--- config.mk ---
export PLATFORM = sky130hd
export DESIGN_NAME = pwm_hop_ctrl
export DESIGN_NICKNAME = d
export VERILOG_FILES = /design/src/rtl/pwm_hop_pkg.sv /design/src/rtl/pwm_hop_fsm.sv /design/src/rtl/pwm_hop_rate.sv /design/src/rtl/pwm_hop_ctrl.sv
export SDC_FILE = /design/constraint.sdc
export NUM_CORES = 1
export LEC_CHECK = 0
export BUFFER_PORTS_ARGS = -buffer_cell sky130_fd_sc_hd__clkbuf_2
export CORE_AREA = 3 3 54 56
export CTS_CLUSTER_DIAMETER = 80
export DETAILED_ROUTE_END_ITERATION = 10
export DIE_AREA = 0 0 57 59
export PLACE_DENSITY = 0.8
export SLEW_MARGIN = 30
export SYNTH_ARGS = -nofsm -noshare
export SYNTH_HDL_FRONTEND = slang
export SYNTH_SLANG_ARGS = --single-unit
--- constraint.sdc ---
create_clock -name clk -period 2.5 [get_ports clk]
set_input_delay 0.125 -clock clk [delete_from_list [all_inputs] [get_ports clk]]
set_output_delay 0.125 -clock clk [all_outputs]
set_load 0.02 [all_outputs]
--- src/rtl/pwm_hop_pkg.sv ---
package pwm_hop_pkg;

  typedef enum logic [1:0] {
    PH_DOWN   = 2'd0,
    PH_RELOCK = 2'd1,
    PH_RUN    = 2'd2
  } phase_e;

  // Strobes from control to the rate datapath
  typedef struct packed {
    logic run;      // count periods and emit ticks
    logic hopMode;  // applied hop setting
  } ctrl_t;

endpackage

--- src/rtl/pwm_hop_fsm.sv ---
module pwm_hop_fsm
  import pwm_hop_pkg::*;
#(
  parameter int RELOCK_TIMEOUT = 4096
) (
  input  logic  clk,
  input  logic  rst_n,
  input  logic  pwrDown,
  input  logic  hopReq,
  input  logic  relockDone,
  output ctrl_t ctrl,
  output logic  ready
);

  localparam int WW = (RELOCK_TIMEOUT > 1) ? $clog2(RELOCK_TIMEOUT) : 1;
  localparam logic [WW-1:0] WAIT_LAST = WW'(RELOCK_TIMEOUT - 1);

  phase_e        phase;
  logic [WW-1:0] waitCnt;
  logic          hopMode;
  logic          waitOver;

  assign waitOver = relockDone || (waitCnt == WAIT_LAST);

  always_ff @(posedge clk or negedge rst_n) begin
    if (!rst_n) begin
      phase   <= PH_DOWN;
      waitCnt <= '0;
    end else if (pwrDown) begin
      phase   <= PH_DOWN;
      waitCnt <= '0;
    end else begin
      unique case (phase)
        PH_DOWN: begin
          phase   <= PH_RELOCK;
          waitCnt <= '0;
        end
        PH_RELOCK: begin
          if (waitOver) phase <= PH_RUN;
          else          waitCnt <= waitCnt + 1'b1;
        end
        default: phase <= PH_RUN;
      endcase
    end
  end

  // Hop setting only moves while powered down
  always_ff @(posedge clk or negedge rst_n) begin
    if (!rst_n)       hopMode <= 1'b0;
    else if (pwrDown) hopMode <= hopReq;
  end

  assign ready        = (phase == PH_RUN);
  assign ctrl.run     = ready && !pwrDown;
  assign ctrl.hopMode = hopMode;

endmodule

--- src/rtl/pwm_hop_rate.sv ---
module pwm_hop_rate
  import pwm_hop_pkg::*;
#(
  parameter int BASE_DIV = 16,
  parameter int HOP_NUM  = 4,
  parameter int HOP_DEN  = 9
) (
  input  logic  clk,
  input  logic  rst_n,
  input  logic  mclkEn,
  input  ctrl_t ctrl,
  output logic  switchTick
);

  localparam int AW = $clog2(HOP_NUM + HOP_DEN) + 1;
  localparam logic [AW-1:0] STEP = AW'(HOP_NUM);
  localparam logic [AW-1:0] WRAP = AW'(HOP_DEN);

  logic          baseTick;
  logic [AW-1:0] acc;
  logic [AW-1:0] accSum;
  logic          carry;
  logic          keep;

  // Base period prescaler
  generate
    if (BASE_DIV > 1) begin : g_prescale
      localparam int CW = $clog2(BASE_DIV);
      localparam logic [CW-1:0] CNT_LAST = CW'(BASE_DIV - 1);
      logic [CW-1:0] cnt;

      always_ff @(posedge clk or negedge rst_n) begin
        if (!rst_n)         cnt <= '0;
        else if (!ctrl.run) cnt <= '0;
        else if (mclkEn)    cnt <= (cnt == CNT_LAST) ? '0 : cnt + 1'b1;
      end

      assign baseTick = ctrl.run && mclkEn && (cnt == CNT_LAST);
    end else begin : g_direct
      assign baseTick = ctrl.run && mclkEn;
    end
  endgenerate

  // Fractional keep/drop accumulator
  assign accSum = acc + STEP;
  assign carry  = (accSum >= WRAP);
  assign keep   = !ctrl.hopMode || carry;

  always_ff @(posedge clk or negedge rst_n) begin
    if (!rst_n)                         acc <= '0;
    else if (!ctrl.run)                 acc <= '0;
    else if (baseTick && ctrl.hopMode)  acc <= carry ? accSum - WRAP : accSum;
  end

  always_ff @(posedge clk or negedge rst_n) begin
    if (!rst_n) switchTick <= 1'b0;
    else        switchTick <= baseTick && keep;
  end

endmodule

--- src/rtl/pwm_hop_ctrl.sv ---
module pwm_hop_ctrl
  import pwm_hop_pkg::*;
#(
  parameter int BASE_DIV       = 16,
  parameter int HOP_NUM        = 4,
  parameter int HOP_DEN        = 9,
  parameter int RELOCK_TIMEOUT = 4096
) (
  input  logic clk,
  input  logic rst_n,
  input  logic mclkEn,
  input  logic pwrDown,
  input  logic hopReq,
  input  logic relockDone,
  output logic switchTick,
  output logic ready
);

  ctrl_t ctrl;

  pwm_hop_fsm #(
    .RELOCK_TIMEOUT(RELOCK_TIMEOUT)
  ) i_fsm (
    .clk       (clk),
    .rst_n     (rst_n),
    .pwrDown   (pwrDown),
    .hopReq    (hopReq),
    .relockDone(relockDone),
    .ctrl      (ctrl),
    .ready     (ready)
  );

  pwm_hop_rate #(
    .BASE_DIV(BASE_DIV),
    .HOP_NUM (HOP_NUM),
    .HOP_DEN (HOP_DEN)
  ) i_rate (
    .clk       (clk),
    .rst_n     (rst_n),
    .mclkEn    (mclkEn),
    .ctrl      (ctrl),
    .switchTick(switchTick)
  );

endmodule

==> summary.md <==
| Metric | Value |
|---|---|
| Status | completed |
| Die area | 0.003363 mm² |
| 1st-iter DRT viols | 55 |
| Tmin final | 1.777 ns |
| Final Cell Area | 0.001644 mm² |
| Cell count after synthesis | 169 |
| Hold WS | 0.05050 ns |
| P_sw | 164.5 µW |
| RSZ-0062 raised after global routing | false |
| Hold-fix buffers, CTS | 1 |
| Ranking of synthesized cells by area | dfrtp_1 (40%), nand2_1 (6.4%), ha_1 (5.6%), mux2i_1 (5.1%), a211oi_1 (2.4%) |
| Worst path slowest cell | dfrtp_1 |
| CTS Root Cell | clkbuf_4 |
| Vias in the first global route | 1,370 |
| Detailed Place HPWL | 2491 µm |
| Tcrit/Tclk final | 71.09% |
| Synth Area per Inst | 9.306 µm² |
| Crit Path Category | reg -> reg |
| Setup violators final | 0 |
| Nets@finish | 190 |
| Max H-tree Level | 1 |
| Clk slew on worst S/H paths | 0.14 ns |
| Sink Count | 25 |
| Share of post-route cells with drive strength above 1 | 11.36% |
| Cell Area, Synth | 0.001573 mm² |
| Final WL | 3258 µm |
| Initial Util | 63.48% |
| Hold WC Path Type | in -> reg |
| First drt pass iteration count | 6 |
| Top cells by instance count after synthesis | nand2_1 (27), dfrtp_1 (25), mux2i_1 (8), nor2_1 (8) |
| Die Y | 59 µm |
| FFs w/ async S/R, synth | 100.0% |
| Initial antenna violation count | 0 |
| Vias/cell | 6.442 |
| Combinational Power Share | 8.7% |
| Crit path launch type | register |
| Final-report max-slew violation count | 0 |
| Final-report hold violation count | 0 |
| Vias | 1,327 |
| Fmax | 0.5627 GHz |
| Setup TNS | 0 ns |
| Max VDD drop | 0.0004226 V |
| RePlAce Congestion | 0.8895 |
| Largest net degree at the start of global routing | 26 |
| Maxcap violations | 0 |
| Port Buf Inserts | 7 |
| Global-route wire length before repair | 5782 µm |
| Post-synthesis sequential area ratio | 39.78% |
| Clk_skew | 0.003461 ns |
| Post-CTS Setup Inserts | 0 |
| Filler cell count | 203 |
| Io pins | 8 |
| Switching Fraction | 25.06% |
| Layout area overhead | 4.535% |
| Area share of the leading cell type in the synthesized netlist | 39.78% |
| TritonCTS clock tree | done |
| Diodes inserted | 0 |
| Pwr Density | 399.4 mW/mm² |
| Wire length per cell | 15.82 µm |
| Synth cell types | 46 |
| Most frequent cell after synthesis | nand2_1 |
| Crit path max fanout | 6 |
| Max Root-Sink Buffers | 2 |
| FP Rows | 18 |
| Placed Area | 0.001608 mm² |
| CTS Buf Count | 3 |
| Ys flop type | dfrtp_1 |
| Required time of the critical path | 2.74 ns |
| EDFF count, synth | 0 |
| Delay of the slowest critical-path stage | 0.46 ns |
| DRC Markers | 0 |
| GRT Overall Usage | 21.80% |
| Synthesized Nets | 182 |
| Critical Path AT | 2.01 ns |
| Sequential share of power | 63.5% |
| WP buf/inv | 1 |
| Delay-heaviest family, CP | flip-flops |
| Post_cts resized | 0 |
| Cell taking the most area after synthesis | dfrtp_1 |
| Worst path cell trace | inv_1, ha_1, o211ai_1, nand2_1, mux2i_1 |
| Grt ovf | 0 |
| Clk pwr share | 27.8% |
| Slew HR | 57.01% |
| Die W | 57 µm |
| YS warnings | 0 |
| LEAKAGE | 0.7143 nW |
| Worst-Margin Slew | 0.6449 ns |
| Core area | 0.002477 mm² |
| Routed Antenna Nets | 0 |
| Critical Path End Type | register |
| #FFs+latches synth | 25 |
| Int Power | 492.1 µW |
| Worst skew pair latency | 0.32 ns |
metrics by stage:
step / setup slack, ns / power, mW / cells / utilization [%]
detailed placement: 0.7293 / 0.4809 / 201 / 64.90
floorplan: 0.8853 / 0.4624 / 169 / -
global placement: 0.8241 / 0.4791 / 201 / 64.90
finish: 0.7228 / 0.6566 / 206 / 66.36
CTS: 0.7070 / 0.6604 / 206 / 66.36
global route: 0.5456 / 0.6838 / 206 / 66.36
worst reg2reg max path: stages (launching register included):
cell	delay (ns)
dfrtp_1	0.46
inv_1	0.07
ha_1	0.33
o211ai_1	0.42
nand2_1	0.18
mux2i_1	0.24
flip-flops by register name, indices dropped and copies added (netlist names):
| signal | count |
|---|---|
| i_rate.switchTick | 1 |
| i_fsm.phase | 2 |
| i_fsm.waitCnt | 12 |
| i_fsm.hopMode | 1 |
| i_rate.g_prescale.cnt | 4 |
| i_rate.acc | 5 |
final timing paths:
| kind | slack, ns | to | startpoint | cells after the start |
|---|---|---|---|---|
| worst max register to register | 0.72 | i_rate.acc[0] | i_rate.acc[2] | 5 |
| worst max-delay path | 0.72 | i_rate.acc[0] | i_rate.acc[2] | 5 |
| worst min register to register | 0.48 | i_rate.switchTick | i_fsm.hopMode | 1 |
| worst min-delay path | 0.05 | i_fsm.hopMode | hopReq | 2 |
| max in group asynchronous | 1.75 | i_rate.switchTick | rst_n | 2 |
| min in group asynchronous | 0.34 | i_rate.acc[2] | rst_n | 2 |
area by class of cell:
| cell class | instances | area (µm²) | area share, % |
|---|---|---|---|
| Multi-Input combinational cell | 132 | 883.3 | 53.73 |
| Tap cell | 30 | 37.54 | 2.283 |
| Inverter | 7 | 26.28 | 1.598 |
| Clock buffer | 4 | 26.28 | 1.598 |
| Timing Repair Buffer | 8 | 45.04 | 2.740 |
| Sequential cell | 25 | 625.6 | 38.05 |
power groups by stage:
| stage | clock, mW | combinational (mW) | sequential (mW) |
|---|---|---|---|
| 2_1_floorplan | 0 | 0.0408 | 0.422 |
| 3_3_place_gp | 0 | 0.0551 | 0.424 |
| 3_5_place_dp | 0 | 0.0566 | 0.424 |
| 4_1_cts | 0.186 | 0.0578 | 0.417 |
| 5_1_grt | 0.202 | 0.0637 | 0.418 |
| 6_report | 0.183 | 0.0573 | 0.417 |
layout by cell type, fill, tap and decap left out, drive strengths merged, types with 5 or more instances in the layout:
| cell | n |
|---|---|
| a211oi | 5 |
| nor2 | 8 |
| a21oi | 5 |
| clkbuf | 11 |
| ha | 7 |
| inv | 7 |
| nand2 | 27 |
| nor4 | 6 |
| nand3 | 6 |
| nand4 | 5 |
| dfrtp | 25 |
| mux2i | 8 |
layer usage:
metal	share of wire [%]	vias up	global-route usage [%]
met2	51	47	37.36
met4	3.1	0	13.91
met5	0	-	0
met1	42	625	25.45
li1	-	643	-
met3	4.1	12	3.486
kinds of logic (layout without fill, tap and decap cells):
group / count (synthesis) / count (layout) / share of synthesized area [%]
AO/OA/AOI/OAI: 33 / 33 / 15.35
XOR/XNOR: 2 / 2 / 1.114
adder cells (fa/ha/maj): 7 / 7 / 5.569
buffers and inverters: 12 / 19 / 4.058
flip-flops: 25 / 25 / 39.78
multiplexers: 10 / 10 / 6.524
AND/OR/NAND/NOR: 80 / 80 / 27.61
(Power assumes the default switching activity.)
